<file path="src/rtl/bmc_pkg.sv">
package bmc_pkg;
   typedef enum logic [1:0] {
      BM_NORMAL    = 2'd0,
      BM_PARKED    = 2'd1,
      BM_SWITCHING = 2'd2
   } bm_state_t;
endpackage

</file>
<file path="src/rtl/bmc_prescaler.sv">
module bmc_prescaler #(
   parameter int DIV = 1000
) (
   input  logic clk,
   input  logic rst,
   input  logic run,
   output logic tick
);
   initial begin
      div_range_chk : assert (DIV >= 1) else $error("DIV must be at least 1");
   end

   generate
      if (DIV == 1) begin : g_bypass
         assign tick = run;
      end else begin : g_count
         localparam int W = $clog2(DIV);
         localparam logic [W-1:0] LAST = W'(DIV - 1);
         logic [W-1:0] cnt;

         always_ff @(posedge clk) begin
            if (rst || !run)      cnt <= '0;
            else if (cnt == LAST) cnt <= '0;
            else                  cnt <= cnt + 1'b1;
         end

         assign tick = run && (cnt == LAST);


         idle_clear_chk : assert property (@(posedge clk) disable iff (rst)
            !run |=> cnt == '0);
      end
   endgenerate
endmodule

</file>
<file path="src/rtl/bmc_blank_timer.sv">
module bmc_blank_timer #(
   parameter int TICKS = 20
) (
   input  logic clk,
   input  logic rst,
   input  logic run,
   input  logic tick,
   output logic expire
);
   localparam int W = (TICKS < 2) ? 1 : $clog2(TICKS);
   localparam logic [W-1:0] LAST = W'(TICKS - 1);

   initial begin
      ticks_range_chk : assert (TICKS >= 2) else $error("TICKS must be at least 2");
   end

   logic [W-1:0] cnt;

   always_ff @(posedge clk) begin
      if (rst || !run)       cnt <= '0;
      else if (tick) begin
         if (cnt == LAST)    cnt <= '0;
         else                cnt <= cnt + 1'b1;
      end
   end

   assign expire = tick && (cnt == LAST);


   expire_needs_run_chk : assert property (@(posedge clk) disable iff (rst)
      expire |-> run);


   restart_chk : assert property (@(posedge clk) disable iff (rst)
      !run |=> cnt == '0);
endmodule

</file>
<file path="src/rtl/bmc_mode_fsm.sv">
module bmc_mode_fsm
   import bmc_pkg::*;
(
   input  logic      clk,
   input  logic      rst,
   input  logic      uvlo,
   input  logic      expire,
   input  logic      wake,
   input  logic      sleep,
   input  logic      exit_req,
   output bm_state_t state
);
   bm_state_t nxt;

   always_comb begin
      nxt = state;
      unique case (state)
         BM_NORMAL:    if (expire) nxt = BM_PARKED;
         BM_PARKED:    if (exit_req) nxt = BM_NORMAL;
                       else if (wake) nxt = BM_SWITCHING;
         BM_SWITCHING: if (exit_req) nxt = BM_NORMAL;
                       else if (sleep) nxt = BM_PARKED;
         default:      nxt = BM_NORMAL;
      endcase
   end

   always_ff @(posedge clk) begin
      if (rst || uvlo) state <= BM_NORMAL;
      else             state <= nxt;
   end


   exit_prio_chk : assert property (@(posedge clk) disable iff (rst)
      (state != BM_NORMAL && exit_req) |=> state == BM_NORMAL);


   wake_chk : assert property (@(posedge clk) disable iff (rst)
      (state == BM_PARKED && wake && !exit_req && !uvlo) |=> state == BM_SWITCHING);


   sleep_chk : assert property (@(posedge clk) disable iff (rst)
      (state == BM_SWITCHING && sleep && !exit_req && !uvlo) |=> state == BM_PARKED);


   uvlo_clear_chk : assert property (@(posedge clk) disable iff (rst)
      uvlo |=> state == BM_NORMAL);


   entry_source_chk : assert property (@(posedge clk) disable iff (rst)
      (state == BM_NORMAL && !expire) |=> state == BM_NORMAL);
endmodule

</file>
<file path="src/rtl/burst_mode_ctrl.sv">
module burst_mode_ctrl
   import bmc_pkg::*;
#(
   parameter int CLK_DIV     = 1000,
   parameter int BLANK_TICKS = 20
) (
   input  logic clk,
   input  logic rst,
   input  logic uvlo,
   input  logic fb_lt_low,
   input  logic fb_gt_wake,
   input  logic fb_lt_sleep,
   input  logic fb_gt_exit,
   output logic burst_flag,
   output logic bias_en,
   output logic ilim_low_sel
);
   bm_state_t state;
   logic      count_run;
   logic      tick;
   logic      expire;
   logic      timer_rst;

   assign timer_rst = rst || uvlo;
   assign count_run = (state == BM_NORMAL) && fb_lt_low && !uvlo;

   bmc_prescaler #(.DIV(CLK_DIV)) u_presc (
      .clk  (clk),
      .rst  (timer_rst),
      .run  (count_run),
      .tick (tick)
   );

   bmc_blank_timer #(.TICKS(BLANK_TICKS)) u_blank (
      .clk    (clk),
      .rst    (timer_rst),
      .run    (count_run),
      .tick   (tick),
      .expire (expire)
   );

   bmc_mode_fsm u_fsm (
      .clk      (clk),
      .rst      (rst),
      .uvlo     (uvlo),
      .expire   (expire),
      .wake     (fb_gt_wake),
      .sleep    (fb_lt_sleep),
      .exit_req (fb_gt_exit),
      .state    (state)
   );

   assign burst_flag   = (state != BM_NORMAL);
   assign bias_en      = (state != BM_PARKED);
   assign ilim_low_sel = burst_flag;


   entry_bias_off_chk : assert property (@(posedge clk) disable iff (rst)
      $rose(burst_flag) |-> !bias_en);


   normal_bias_chk : assert property (@(posedge clk) disable iff (rst)
      (!burst_flag && !expire) |=> bias_en);
endmodule

</file>
<file path="config.mk">
export PLATFORM = sky130hd
export DESIGN_NAME = burst_mode_ctrl
export DESIGN_NICKNAME = d
export VERILOG_FILES = /design/src/rtl/bmc_pkg.sv /design/src/rtl/bmc_prescaler.sv /design/src/rtl/bmc_blank_timer.sv /design/src/rtl/bmc_mode_fsm.sv /design/src/rtl/burst_mode_ctrl.sv
export SDC_FILE = /design/constraint.sdc
export NUM_CORES = 1
export LEC_CHECK = 0
export BUFFER_PORTS_ARGS = -buffer_cell sky130_fd_sc_hd__buf_4
export CORE_MARGIN = 2
export CORE_UTILIZATION = 55
export CTS_BUF_LIST = sky130_fd_sc_hd__clkbuf_4 sky130_fd_sc_hd__clkbuf_8
export DETAILED_ROUTE_END_ITERATION = 10
export PLACE_DENSITY_LB_ADDON = 0.2
export SKIP_CTS_REPAIR_TIMING = 1
export SYNTH_ARGS = -nofsm -noshare
export SYNTH_HDL_FRONTEND = slang
export SYNTH_SLANG_ARGS = --single-unit
</file>
<file path="constraint.sdc">
create_clock -name clk -period 3.5 [get_ports clk]
set_clock_uncertainty 0.2 [all_clocks]
set_input_delay 0.7 -clock clk [delete_from_list [all_inputs] [get_ports clk]]
set_output_delay 0.7 -clock clk [all_outputs]
set_load 0.02 [all_outputs]
</file>
==> flow_summary_export.csv <==
group,metric,value,unit
setup_path,r2r-start,"u_fsm.state[1]",
timing,setup_tns,0,ps
final_layout,diodes,0,
timing,final_layout_worst_hold_slack,250.0,ps
global_route,global_route.usage.met3,5.172,%
drt,routed_antenna_nets,0,
global_route,grt.overflow.total,0,
setup_path,crit_required,3530,ps
yosys,synth_area_leaders,"dfxtp_1, nor2_1, xnor2_1",
drt,via_count,664,
place,io_buffers,9,
cts,tritoncts.num_buffers,3,
status,run_status,"finished clean",
yosys,synth.yosys.warnings,0,
timing,fmax,0.4106,GHz
cts,tritoncts_num_sinks,17,
floorplanning,io_pins,10,
yosys,ys_async_sr_fraction,0,%
global_route,grt_use_total,17.19,%
timing,timing.final.hold_violations,0,
floorplanning,starting_density,60.88,%
yosys,distinct_cell_type_count_of_the_synthesized_netlist,27,
global_route,antenna_found_initial,0,
final_layout,fillCellCount,119,
global_route,grt_use_met2,24.00,%
yosys,sequential_to_total_area_share_from_yosys_stat,41.91,%
floorplanning,core.rowCount,13,
yosys,mappedNetlistNets,107,
timing,worst_slack,1065,ps
floorplanning,area_of_the_placeable_core,0.001334,mm^2
setup_path,worst_ep_arrival_time,2460,ps
drt,drcViolationCount,0,
setup_path,timing.critical_path.to,"u_blank.cnt[4]",
setup_path,worst-r2r-setup-slack,1150,ps
yosys,postSynthRegisterBits,17,
hold_path,holdCritPathClass,"flip-flop to flip-flop",
timing,period_share,69.58,%
cts,worst_skew_pair.late_latency,300,ps
global_route,first_pass_grt_wire_length,2318,um
final_layout,drive_above_1_share,13.89,%
yosys,number_of_flops_mapped_to_enable_cells_by_yosys,0,
yosys,postSynth.topFlopCell,"dfxtp_1",
final_layout,area_delta_synth_final,12.02,%
pwr,max-vdd-ir-drop,0.2547,mV
final_layout,post_route_non_filler_standard_cell_count,123,
place,dp_slack,738.0,ps
yosys,synthMostInstantiatedCell,"dfxtp_1",
drt,vias_per_cell,5.398,
global_route,grt_max_degree,11,
floorplanning,die_width,42.43,um
drt,routed_wirelength,1343,um
timing,tightestPinTransition,546.6,ps
timing,grt_setup_unrepaired,"false",
cts,cts_root_buf,"clkbuf_4",
setup_path,cp-start-kind,"input port",
floorplanning,die_span_y,42.43,um
timing,period_needed,2435,ps
timing,final-setup-viol-count,0,
place,place.gp.congestion,0.7482,
drt,drt-wirelength-per-cell,10.92,um
global_route,first_global_vias,574,
job,total_of_max_cap_violations,0,
yosys,synthDominantAreaCellType,"dfxtp_1",
timing,timing.slew.headroom,63.06,%
global_route,grt_most_used_layer,"met2",
yosys,synth_cell_count_leaders,"dfxtp_1, nor2_1, nand3_1, nand2_1",
cts,ctsHtreeMaxLevel,1,
setup_path,critPathKind,"input port to flip-flop",
drt,drtPass1Iterations,4,
final_layout,nNetsFinal,118,
yosys,syn-cell-area,812.0,um^2
yosys,synth.avg_cell_area,8.286,um^2
setup_path,worstRegToRegCells,4,
cts,worst_setup_hold_path_clk_slew,100,ps
yosys,post_synth_inst_count,98,
global_route,met1_usage,23.40,%
floorplanning,dieArea,0.001800,mm^2
setup_path,crit_start,"uvlo",
drt,first_iteration_detailed_routing_drc_count,8,
place,dpl.cell_count,119,
setup_path,largest_fanout_on_the_critical_path,9,
timing,maxSlewViolCount,0,
setup_path,worstSetupEndpointType,"flip-flop",
yosys,synth_top_cell_area_share,41.91,%
pwr,static-leakage-power,0.0003078,uW
pwr,power.density_cell_area,343.7,mW/mm^2
cts,clk_buf_depth,2,
cts,tritoncts,"built",
setup_path,timing.rr.end,"u_blank.cnt[4]",
place,dp_wirelength,1008,um
## state kept, by name, indices dropped and copies added, names as in the netlist
signal / cells
u_fsm.state: 2
u_presc.g_count.cnt: 10
u_blank.cnt: 5
## critical path, cell delays in order
cell     delay (ps)
buf_4           110
or4b_1          450
or4_1           530
or4_1           510
a31oi_1         160
## worst min-delay path by stage
stage	start	endpoint	slack [ps]	cells after the start
after floorplan	u_presc.g_count.cnt[0]	u_presc.g_count.cnt[0]	220	1
after global placement	u_presc.g_count.cnt[0]	u_presc.g_count.cnt[0]	230	1
after detailed placement	u_presc.g_count.cnt[0]	u_presc.g_count.cnt[0]	240	1
after CTS	u_presc.g_count.cnt[0]	u_presc.g_count.cnt[0]	250	1
after global routing	u_presc.g_count.cnt[0]	u_presc.g_count.cnt[0]	270	1
final	u_presc.g_count.cnt[0]	u_presc.g_count.cnt[0]	250	1
## cell usage in the layout (no fill, tap or decap)
cell type,instances
o21ai_0,5
clkbuf_4,3
nor2b_1,2
ha_1,2
xor2_1,3
or3_1,3
nor2_1,15
nand2_1,6
o22a_1,1
xnor2_1,5
or2_2,2
o21a_1,1
buf_4,9
nand4_1,1
nor4bb_1,1
dfxtp_1,17
nor3_1,5
nand3_1,7
a21oi_1,4
clkinv_2,1
or4b_1,1
a221oi_1,1
a31oi_1,1
nand2b_1,1
mux2i_1,2
or4_1,4
inv_1,5
## cell type report
| class | instances | area, um^2 | share of cell area [%] |
|---|---|---|---|
| clock buffer | 3 | 22.52 | 2.476 |
| clock inverter | 1 | 5.005 | 0.5502 |
| inverter | 5 | 18.77 | 2.063 |
| multi-input combinational | 73 | 436.7 | 48.01 |
| sequential | 17 | 340.3 | 37.41 |
| tap | 15 | 18.77 | 2.063 |
| timing repair buffer | 9 | 67.56 | 7.428 |
## layer usage
layer | wire length [um] | vias up
li1 | - | 359
met1 | 691 | 289
met2 | 559 | 11
met3 | 53 | 5
met4 | 38 | 0
met5 | 0 | -
## where the power goes
part,internal (uW),total (uW),switching [uW]
logic,5.97,11.2,5.19
clock network,42.6,107,64.6
registers,194,194,0.399
total,243,313,70.1
## cells by family (layout without fill, tap and decap cells)
logic type	after synthesis	after routing	synth area share [%]
simple gates	48	48	30.20
flops	17	17	41.91
compound gates	13	13	9.400
xor+xnor	8	8	8.629
buf+inv	8	18	4.314
fa+ha+maj	2	2	3.081
mux	2	2	2.465
## through the flow
stage                     utilization (%)  total power (uW)  area, um^2
after detailed placement            66.14             210.1       882.1
after floorplan                         -             203.1       812.0
after global placement              66.14             209.8       882.1
after global routing                68.20             322.1       909.6
after CTS                           68.20             314.9       909.6
final                               68.20             312.6       909.6
(Power assumes the default switching activity.)
